==> config.mk <==
export PLATFORM = sky130hd
export DESIGN_NAME = codec_index_port
export DESIGN_NICKNAME = d
export VERILOG_FILES = /design/src/rtl/codec_idx_pkg.sv /design/src/rtl/codec_idx_ctrl.sv /design/src/rtl/codec_idx_dp.sv /design/src/rtl/codec_index_port.sv
export SDC_FILE = /design/constraint.sdc
export NUM_CORES = 1
export LEC_CHECK = 0
export ABC_AREA = 0
export BUFFER_PORTS_ARGS = -buffer_cell sky130_fd_sc_hd__buf_2
export CAP_MARGIN = 20
export CORE_MARGIN = 4
export CORE_UTILIZATION = 50
export CTS_CLUSTER_SIZE = 16
export DETAILED_ROUTE_END_ITERATION = 16
export PLACE_DENSITY = 0.71
export SLEW_MARGIN = 30
export SYNTH_ARGS = -nofsm -noshare
export SYNTH_HDL_FRONTEND = slang
export SYNTH_SLANG_ARGS = --single-unit
==> constraint.sdc <==
create_clock -name clk -period 3.65 [get_ports clk]
set_clock_uncertainty 0.15 [all_clocks]
set_input_delay 0.1825 -clock clk [delete_from_list [all_inputs] [get_ports clk]]
set_output_delay 0.1825 -clock clk [all_outputs]
set_load 0.02 [all_outputs]
==> src/rtl/codec_idx_pkg.sv <==
package codec_idx_pkg;

  // strobes from the control half to the datapath half
  typedef struct packed {
    logic idxWr;   // accepted write to index/control location
    logic datWr;   // accepted write to data window
    logic rdIdx;   // read of index location, not busy
    logic rdDat;   // read of data window, not busy
    logic rdBusy;  // read of either location during init
  } accStb_t;

  function automatic logic slotReserved(input int unsigned n);
    return (n == 13) || (n >= 24 && n <= 27) || (n == 29);
  endfunction

endpackage

==> src/rtl/codec_idx_ctrl.sv <==
module codec_idx_ctrl
  import codec_idx_pkg::*;
#(
  parameter int INIT_CYCLES = 16
) (
  input  logic    clk,
  input  logic    rstN,
  input  logic    regSel,
  input  logic    rdStb,
  input  logic    wrStb,
  input  logic    initReq,
  output accStb_t stb,
  output logic    initBusy
);

  localparam int CW = $clog2(INIT_CYCLES + 1);
  localparam logic [CW-1:0] CNT_LOAD = CW'(INIT_CYCLES);

  logic [CW-1:0] initCnt;

  always_ff @(posedge clk or negedge rstN) begin
    if (!rstN) begin
      initCnt <= CNT_LOAD;
    end else if (initReq) begin
      initCnt <= CNT_LOAD;
    end else if (initCnt != '0) begin
      initCnt <= initCnt - 1'b1;
    end
  end

  assign initBusy = (initCnt != '0);

  always_comb begin
    stb.idxWr  = wrStb && !regSel && !initBusy;
    stb.datWr  = wrStb &&  regSel && !initBusy;
    stb.rdIdx  = rdStb && !regSel && !initBusy;
    stb.rdDat  = rdStb &&  regSel && !initBusy;
    stb.rdBusy = rdStb && initBusy;
  end


  reinit_busy_chk: assert property (@(posedge clk) disable iff (!rstN)
    $past(initReq) |-> initBusy);


  single_read_chk: assert property (@(posedge clk) disable iff (!rstN)
    $onehot0({stb.rdIdx, stb.rdDat, stb.rdBusy}));


  busy_countdown_chk: assert property (@(posedge clk) disable iff (!rstN)
    (!initBusy && !initReq) |=> !initBusy);

endmodule

==> src/rtl/codec_idx_dp.sv <==
module codec_idx_dp
  import codec_idx_pkg::*;
#(
  parameter int NUM_REGS = 32,
  parameter int DW       = 8
) (
  input  logic          clk,
  input  logic          rstN,
  input  accStb_t       stb,
  input  logic [DW-1:0] wrData,
  input  logic          expandEn,
  output logic          dmaStop,
  output logic [DW-1:0] rdData
);

  localparam int AW       = $clog2(NUM_REGS);
  localparam int CTRL_W   = 7;
  localparam logic [CTRL_W-1:0] IDX_RST = 7'h40;
  localparam logic [DW-1:0] BUSY_VAL = DW'(8'h80);

  logic [CTRL_W-1:0]  idxReg;
  logic [AW-1:0]      slotSel;
  logic [DW-1:0]      slotQ [NUM_REGS];
  logic [NUM_REGS-1:0] resMask;

  // index/control register: bit 6 mode change, bit 5 dma stop, low bits index
  always_ff @(posedge clk or negedge rstN) begin
    if (!rstN)          idxReg <= IDX_RST;
    else if (stb.idxWr) idxReg <= wrData[CTRL_W-1:0];
  end

  assign dmaStop = idxReg[5];

  // upper half folds onto lower half unless expanded mode is on
  assign slotSel = expandEn ? idxReg[AW-1:0] : {1'b0, idxReg[AW-2:0]};

  for (genvar g = 0; g < NUM_REGS; g++) begin : gSlot
    if (slotReserved(g)) begin : gRes
      assign slotQ[g]   = '0;
      assign resMask[g] = 1'b1;
    end else begin : gStore
      assign resMask[g] = 1'b0;
      always_ff @(posedge clk or negedge rstN) begin
        if (!rstN)                                  slotQ[g] <= '0;
        else if (stb.datWr && slotSel == AW'(g))    slotQ[g] <= wrData;
      end
    end
  end

  always_ff @(posedge clk or negedge rstN) begin
    if (!rstN)           rdData <= '0;
    else if (stb.rdBusy) rdData <= BUSY_VAL;
    else if (stb.rdIdx)  rdData <= DW'({1'b0, idxReg});
    else if (stb.rdDat)  rdData <= slotQ[slotSel];
  end


  busy_read_chk: assert property (@(posedge clk) disable iff (!rstN)
    $past(stb.rdBusy) |-> rdData == BUSY_VAL);


  rd_hold_chk: assert property (@(posedge clk) disable iff (!rstN)
    !$past(stb.rdBusy || stb.rdIdx || stb.rdDat) |-> $stable(rdData));


  idx_hold_chk: assert property (@(posedge clk) disable iff (!rstN)
    !$past(stb.idxWr) |-> $stable(idxReg));


  reserved_zero_chk: assert property (@(posedge clk) disable iff (!rstN)
    ($past(stb.rdDat) && $past(resMask[slotSel])) |-> rdData == '0);

endmodule

==> src/rtl/codec_index_port.sv <==
module codec_index_port
  import codec_idx_pkg::*;
#(
  parameter int INIT_CYCLES = 16,
  parameter int NUM_REGS    = 32,
  parameter int DW          = 8
) (
  input  logic          clk,
  input  logic          rstN,
  input  logic          regSel,
  input  logic          rdStb,
  input  logic          wrStb,
  input  logic [DW-1:0] wrData,
  output logic [DW-1:0] rdData,
  input  logic          expandEn,
  input  logic          irqPending,
  input  logic          initReq,
  output logic          dmaEnable
);

  accStb_t stb;
  logic    initBusy;
  logic    dmaStop;

  codec_idx_ctrl #(.INIT_CYCLES(INIT_CYCLES)) u_ctrl (
    .clk      (clk),
    .rstN     (rstN),
    .regSel   (regSel),
    .rdStb    (rdStb),
    .wrStb    (wrStb),
    .initReq  (initReq),
    .stb      (stb),
    .initBusy (initBusy)
  );

  codec_idx_dp #(.NUM_REGS(NUM_REGS), .DW(DW)) u_dp (
    .clk      (clk),
    .rstN     (rstN),
    .stb      (stb),
    .wrData   (wrData),
    .expandEn (expandEn),
    .dmaStop  (dmaStop),
    .rdData   (rdData)
  );

  assign dmaEnable = !(dmaStop && irqPending);


  dma_open_chk: assert property (@(posedge clk) disable iff (!rstN)
    !irqPending |-> dmaEnable);

endmodule

# == After elaboration in Yosys (flattened, before gate mapping) ==
# Cells that the tools add are included.
# totals
reg_bits,228
inputBits,16
elab_cells,109
# op_classes
n_addsub,1
order_cmp,1
eq_ne,25
n_mux,9
n_bitwise,1
reduce_logical,43
# op_table
operator,n
$eq 5x5->1 const B,11
$bmux 8 s5,1
$mux 8,5
$logic_and 1x1->1,36
$eq 5x4->1 const B,7
$eq 5x3->1 const B,4
$mux 5,3
$eq 5x2->1 const B,2
$ge 6x6->1 const B,1
$not 5->6,1
$eq 5x1->1 const B,1
$logic_not 5->1,1
$reduce_bool 5->1,1
$sub 5x1->5 const B,1
$logic_not 1->1,3
$reduce_bool 3->1,1
$reduce_bool 2->1,1

# == Logic depth before layout (Yosys ltp) ==
# Gate-level depths: netlist of the first run.
# depth
ltp_word,8
mapped_depth,9
depth_no_buf,7

# == Hierarchy ==
# Synthesis of the first run repeated with hierarchy kept, for this count alone.
# unflattened
cells_unflattened,797
hier_area_um2,10859.2
# modules_own_cells
module,instances,cells_each,area_per_inst_um2,seq_area_each_um2
codec_idx_dp,1,763,10557.6,5581.6
codec_idx_ctrl,1,33,297.8,126.4
codec_index_port,1,1,3.8,0.0

# == Worst setup path before layout of the first run ==
# No wires, ideal clock.
# synth_path
kind,reg-to-reg
from,register u_ctrl.initCnt[0]
to,register u_dp.slotQ[248] (netlist bit)
setup_ps,125
t_arrival_ps,2108
setup_slack_ps,1267
stages_incl_launch_ff,9
n_path_buf,1
cell_sequence,dfrtp_1 inv_1 ha_1 nor4b_4 nand3_1 nor2_4 and3_1 buf_4 mux2_2
# synth_via
elab_chain_len,4
# synth_lines
element,line_no,text
start: declaration,codec_idx_ctrl.sv:19,logic [CW-1:0] initCnt;
start signal: assignment,codec_idx_ctrl.sv:27,initCnt <= initCnt - 1'b1;
$reduce_bool 5->1,codec_idx_ctrl.sv:31,assign initBusy = (initCnt != '0);
$logic_not 1->1,codec_idx_ctrl.sv:35,stb.datWr = wrStb && regSel && !initBusy;
$logic_and 1x1->1,codec_idx_ctrl.sv:35,
$logic_and 1x1->1,codec_idx_dp.sv:45,else if (stb.datWr && slotSel == AW'(g)) slotQ[g] <= wrData;
end signal: indexed assignment,codec_idx_dp.sv:45,
end: declaration,codec_idx_dp.sv:23,logic [DW-1:0] slotQ [NUM_REGS];
# No other way between the ends.
# A chain may end at the register's enable or synchronous reset.

# == Final worst setup path of the first run ==
# layout_path
from,register u_ctrl.initCnt[0]
to,register u_dp.slotQ[186] (netlist bit)
# The elaborated chain is that of the path after synthesis.

==> results of run 1 <==
synthesized netlist by cell type (2+ instances only):
library cell | number | area share [%]
a211o_1 | 2 | 0.17
a211oi_1 | 2 | 0.14
a21o_1 | 3 | 0.21
a21oi_1 | 22 | 1.0
a221oi_1 | 3 | 0.25
a22oi_1 | 10 | 0.71
a311oi_1 | 2 | 0.17
a31oi_1 | 3 | 0.18
and2_1 | 4 | 0.24
and3_1 | 3 | 0.18
and4_1 | 2 | 0.17
buf_2 | 22 | 1.0
clkbuf_1 | 28 | 0.99
clkinv_1 | 2 | 0.071
dfrtp_1 | 226 | 53
dfstp_2 | 2 | 0.50
inv_1 | 2 | 0.071
mux2_1 | 7 | 0.74
mux2_2 | 221 | 23
mux2i_1 | 29 | 2.7
mux4_2 | 27 | 5.7
nand2_1 | 29 | 1.0
nand2b_1 | 2 | 0.12
nand3_1 | 9 | 0.42
nand3_2 | 7 | 0.66
nand3b_1 | 2 | 0.14
nor2_1 | 20 | 0.71
nor2_2 | 4 | 0.24
nor2b_1 | 10 | 0.59
nor3_1 | 9 | 0.42
nor3_2 | 2 | 0.19
o211ai_1 | 3 | 0.21
o21ai_0 | 18 | 0.85
o22ai_1 | 4 | 0.24
o31ai_1 | 2 | 0.14
or3_1 | 2 | 0.12
state kept, by name (all words and copies together) (netlist names):
name	flops
u_dp.slotQ	208
u_dp.rdData	8
u_dp.idxReg	7
u_ctrl.initCnt	5
power by group through the flow:
stage	Combinational, mW	Sequential (mW)	Clock, mW
2_1_floorplan	1.24	2.95	0
3_3_place_gp	1.54	3.16	0
3_5_place_dp	1.58	3.18	0
4_1_cts	1.59	3.13	2.85
5_1_grt	1.71	3.18	2.93
6_report	1.61	3.14	2.80
cells by family (layout without fill, tap and decap cells):
| kind of cell | count (synthesis) | count (layout) |
|---|---|---|
| AOI/OAI and AO/OA | 81 | 81 |
| xor gates and xnor gates | 1 | 1 |
| adders and majority gates | 1 | 1 |
| muxes | 284 | 284 |
| DFF | 228 | 228 |
| buffers and inverters | 56 | 91 |
| and+or+nand+nor | 113 | 113 |
worst max-delay path, stage by stage (launching register included):
cell and delay [ps]:
dfrtp_1 390, inv_1 100, ha_1 230, nor4b_4 460
and3_1 300, nand3_1 240, nor2_2 460, mux2_2 390
final timing paths:
path / from / end / slack, ps / cells after the start
setup / recovery: u_ctrl.initCnt[0] / u_dp.slotQ[186] / 810 / 7
hold / removal: regSel / u_dp.rdData[7] / 50 / 4
setup reg to reg: u_ctrl.initCnt[0] / u_dp.slotQ[186] / 810 / 7
hold reg to reg: u_dp.slotQ[239] / u_dp.slotQ[239] / 340 / 1
max in group asynchronous: rstN / u_dp.slotQ[142] / 2240 / 3
min in group asynchronous: rstN / u_dp.slotQ[70] / 100 / 2
cell type report:
| type | count | area share [%] |
|---|---|---|
| multi-input combinational | 480 | 39.02 |
| timing repair buffer | 43 | 2.449 |
| clock inverter | 10 | 1.727 |
| inverter | 4 | 0.1256 |
| tap | 275 | 2.878 |
| clock buffer | 34 | 6.017 |
| sequential | 228 | 47.78 |
layer usage:
| layer | up-vias | GRT usage [%] | wire length [µm] |
|---|---|---|---|
| met5 | - | 0 | 0 |
| met4 | 0 | 6.602 | 710 |
| met3 | 53 | 4.447 | 1837 |
| met2 | 269 | 35.99 | 12370 |
| met1 | 3521 | 31.25 | 11170 |
| li1 | 2853 | - | - |
==> flow_metrics.env, run 1 <==
export IMPL_status="finished clean"
export IMPL_initial_core_util_pct=50.66
export IMPL_drc=0
export IMPL_finalNonFillerCells=1074
export IMPL_dieWidth_um=153.7
export IMPL_synth_main_ff_cell="dfrtp_1"
export IMPL_cts_max_path_buffers=3
export IMPL_clkSlewWorstSetupHoldPaths_ps=60
export IMPL_seqPwrFrac_pct=41.6
export IMPL_final_area_um2=11960
export IMPL_yosysWarnings=0
export IMPL_wl_mm=26.09
export IMPL_p_leak_nw=5.681
export IMPL_final_layout_size_suffix_gt1_share_pct=44.18
export IMPL_synth_cell_area_um2=10620
export IMPL_h_tree_depth=1
export IMPL_muxShareOfSynthArea_pct=32.65
export IMPL_grt_pass1_wl_mm=41.88
export IMPL_num_rows=53
export IMPL_area_delta_synth_final_pct=12.64
export IMPL_dp_cells=1027
export IMPL_fin_util_pct=57.06
export IMPL_drt_iter0_drc=720
export IMPL_synth_edf_count=0
export IMPL_total_power_mw=7.551
export IMPL_hold_viol_final=0
export IMPL_synth_compound_area_share_pct=4.868
export IMPL_power_switching_mw=2.265
export IMPL_multi_input_area_um2=4666
export IMPL_clock_latency_ps=520
export IMPL_drt_pass1_iter_count=5
export IMPL_dp_hpwl_mm=16.97
export IMPL_seqCellArea_um2=5713
export IMPL_min_path_type="input pin to flop"
export IMPL_fillCellCount=1659
export IMPL_nets=798
export IMPL_cts_resized=0
export IMPL_synth_seq_cells=228
export IMPL_synth_distinct_cells=55
export IMPL_placed_area_um2=11000
export IMPL_clock_sinks=228
export IMPL_hold_worst_slack_ps=53.62
export IMPL_slew_violations=0
export IMPL_vias_per_cell=6.235
export IMPL_grt_max_degree=104
export IMPL_grt_usage_pct=22.38
export IMPL_gp_congestion=0.9451
export IMPL_crit_fanout=8
export IMPL_drv_cap=0
export IMPL_postSynth_asyncResetShare_pct=100.0
export IMPL_seq_area_frac_synth_pct=53.77
export IMPL_core_area_um2=20960
export IMPL_synth_avg_cell_area_um2=13.89
export IMPL_crit_path_start_kind="flop"
export IMPL_clock_fmax_mhz=351.9
export IMPL_worstSetupPathType="flop to flop"
export IMPL_antenna_left=0
export IMPL_synthSimpleGateAreaFrac_pct=6.235
export IMPL_cts_tree="yes"
export IMPL_synth_top_family_by_area="multiplexers"
export IMPL_synthAdderAreaFrac_pct=0.1179
export IMPL_diodes=0
export IMPL_cts_buffers=24
export IMPL_setup_worst_path_end_class="flop"
export IMPL_antenna_found_initial=1
export IMPL_dieHeight_um=153.7
export IMPL_cts_root_buf="clkbuf_16"
export IMPL_post_place_ws_ps=871.6
export IMPL_clkPwrFrac_pct=37.0
export IMPL_fin_ws_ps=808.0
export IMPL_swShare_pct=30.00
export IMPL_slew_headroom_pct=47.68
export IMPL_tns_ps=0
export IMPL_comb_power_share_pct=21.4
export IMPL_ios=25
export IMPL_grt_setup_unrepaired="no"
export IMPL_dieArea_um2=23630
export IMPL_cts_hold_buf=3
export IMPL_synthXorXnorAreaFrac_pct=0.08251
export IMPL_post_cts_buffers=0
export IMPL_required_ps=3890
export IMPL_ir_drop_mv=0.2831
export IMPL_setup_viol=0
export IMPL_port_buffers=24
export IMPL_overflow=0
export IMPL_route_vias_total=6696
export IMPL_grt_pass1_vias=7199
export IMPL_p_int_mw=5.286
export IMPL_mostFrequentLayoutCell="dfrtp_1"
export IMPL_mostFrequentLayoutCells="dfrtp_1, mux2_2, nand2_1, mux2i_1, mux4_2"
export IMPL_tightest_slew_ps=784.8
export IMPL_worstPathArrival_ps=3090
export IMPL_synth_nets=781
export IMPL_synth_cells=764
export IMPL_period_needed_ps=2842
export IMPL_period_share_pct=77.86
export IMPL_wl_per_cell_um=24.29
export IMPL_p_per_area_nw_per_um2=631.6
Note: power is estimated with default switching activity, not from simulation.
==> run 2: changes to the inputs <==
- clock period: 3.65 -> 2.95 ns (I/O delays scaled with it)
==> flow_metrics.env, run 2 (same netlist as run 1, synthesis figures left out) <==
export IMPL_dieHeight_um=153.7
export IMPL_cts_root_buf="clkbuf_16"
export IMPL_met1Wirelength_mm=11.37
export IMPL_cts_buffers=24
export IMPL_initial_core_util_pct=50.66
export IMPL_final_area_um2=11990
export IMPL_crit_fanout=8
export IMPL_clkSlewWorstSetupHoldPaths_ps=60
export IMPL_hold_viol_final=0
export IMPL_reg_top3="u_dp.slotQ (208), u_dp.rdData (8), u_dp.idxReg (7)"
export IMPL_rrSetupSlack_ps=110
export IMPL_slowest_stage="nor2_2"
export IMPL_period_needed_ps=2845
export IMPL_wl_mm=26.23
export IMPL_drt_iter0_drc=633
export IMPL_dp_hpwl_mm=17.56
export IMPL_nets=812
export IMPL_overflow=0
export IMPL_wl_met2_mm=12.37
export IMPL_vias_per_cell=6.198
export IMPL_h_tree_depth=1
export IMPL_drt_pass1_iter_count=6
export IMPL_slew_violations=0
export IMPL_min_path_type="input pin to async pin"
export IMPL_p_per_area_nw_per_um2=755.8
export IMPL_area_delta_synth_final_pct=12.99
export IMPL_largest_reg_flops=208
export IMPL_grt_pass1_vias=7200
export IMPL_cts_tree="yes"
export IMPL_mostFrequentLayoutCell="dfrtp_1"
export IMPL_dieArea_um2=23630
export IMPL_worstSetupPathType="flop to flop"
export IMPL_port_buffers=24
export IMPL_tns_ps=0
export IMPL_setup_viol=0
export IMPL_core_area_um2=20960
export IMPL_routed_top_layer="met4"
export IMPL_cpPeakStageDelay_ps=560
export IMPL_crit_path_start_kind="flop"
export IMPL_num_rows=53
export IMPL_ios=25
export IMPL_ir_drop_mv=0.3916
export IMPL_tightest_slew_ps=798.6
export IMPL_period_share_pct=96.44
export IMPL_wl_met3_mm=1.795
export IMPL_dieWidth_um=153.7
export IMPL_required_ps=3190
export IMPL_grt_usage_pct=22.40
export IMPL_cts_max_path_buffers=3
export IMPL_fin_util_pct=57.24
export IMPL_grt_pass1_wl_mm=42.01
export IMPL_fin_ws_ps=105.1
export IMPL_grt_max_degree=104
export IMPL_worstPathArrival_ps=3090
export IMPL_crit_buf_inv=1
export IMPL_fillCellCount=1660
export IMPL_crit_chain="inv_1, ha_1, nor4b_4, and3_1, nand3_1, nor2_2, mux2_2"
export IMPL_status="finished clean"
export IMPL_post_place_ws_ps=196.9
export IMPL_p_leak_nw=5.713
export IMPL_clock_fmax_mhz=351.5
export IMPL_drv_cap=0
export IMPL_cp_top_family="simple AND/OR/NAND/NOR gates"
export IMPL_setup_worst_path_end_class="flop"
export IMPL_placed_area_um2=11140
export IMPL_drc=0
export IMPL_antenna_found_initial=0
export IMPL_slew_headroom_pct=46.76
export IMPL_grt_setup_unrepaired="no"
export IMPL_gp_congestion=0.9032
export IMPL_wl_per_cell_um=24.09
export IMPL_final_layout_size_suffix_gt1_share_pct=44.40
export IMPL_top_register="u_dp.slotQ"
export IMPL_route_vias_total=6750
export IMPL_antenna_left=0
export IMPL_mostFrequentLayoutCells="dfrtp_1, mux2_2, nand2_1, mux2i_1, mux4_2"
export IMPL_clock_sinks=228
export IMPL_clock_latency_ps=510
run 2: metrics by stage:
stage | instances | hold slack [ps] | total power, mW
2_1_floorplan | 764 | -298.1 | 5.184
3_3_place_gp | 1040 | 93.41 | 5.920
3_5_place_dp | 1040 | 110.5 | 6.009
4_1_cts | 1088 | 120.5 | 9.094
5_1_grt | 1088 | 148.9 | 9.425
6_report | 1089 | 137.5 | 9.066
run 2: what timing repair did:
action	in CTS	in global routing
setup buffers	0	0
hold buffers	4	0
endpoints found under the hold margin	112	0
gates resized for setup	0	0
run 2: path summary, 6_finish.rpt:
path | endpoint | from | cells past startpoint
max | u_dp.slotQ[222] | u_ctrl.initCnt[0] | 7
min in group clk | u_dp.idxReg[6] | wrData[6] | 2
max reg2reg | u_dp.slotQ[222] | u_ctrl.initCnt[0] | 7
min | u_dp.slotQ[83] | rstN | 2
min reg2reg | u_dp.slotQ[183] | u_dp.slotQ[183] | 1
max in group asynchronous | u_ctrl.initCnt[4] | rstN | 3
run 2: layout make-up:
class,instances,area (µm²),area share [%]
flip-flops and latches,228,5713,47.63
multi-input cells,480,4666,38.90
clock buffers,38,724.4,6.040
repair buffers,57,437.9,3.651
well taps,275,344.1,2.869
clock inverters,6,91.34,0.7615
inverters,4,15.01,0.1252
diodes,1,2.502,0.02086
run 2: power breakdown:
part           total [mW]  internal, mW  leakage (nW)  switching, mW
clock network        3.07          1.86         0.400           1.21
registers            3.79          3.46          3.15          0.334
logic                2.20         0.956          2.17           1.25
run 2: routing by layer:
metal / up-vias / track usage (%)
li1: 2883 / -
met5: - / 0
met1: 3562 / 32.03
met3: 46 / 4.137
met2: 259 / 35.35
met4: 0 / 6.686
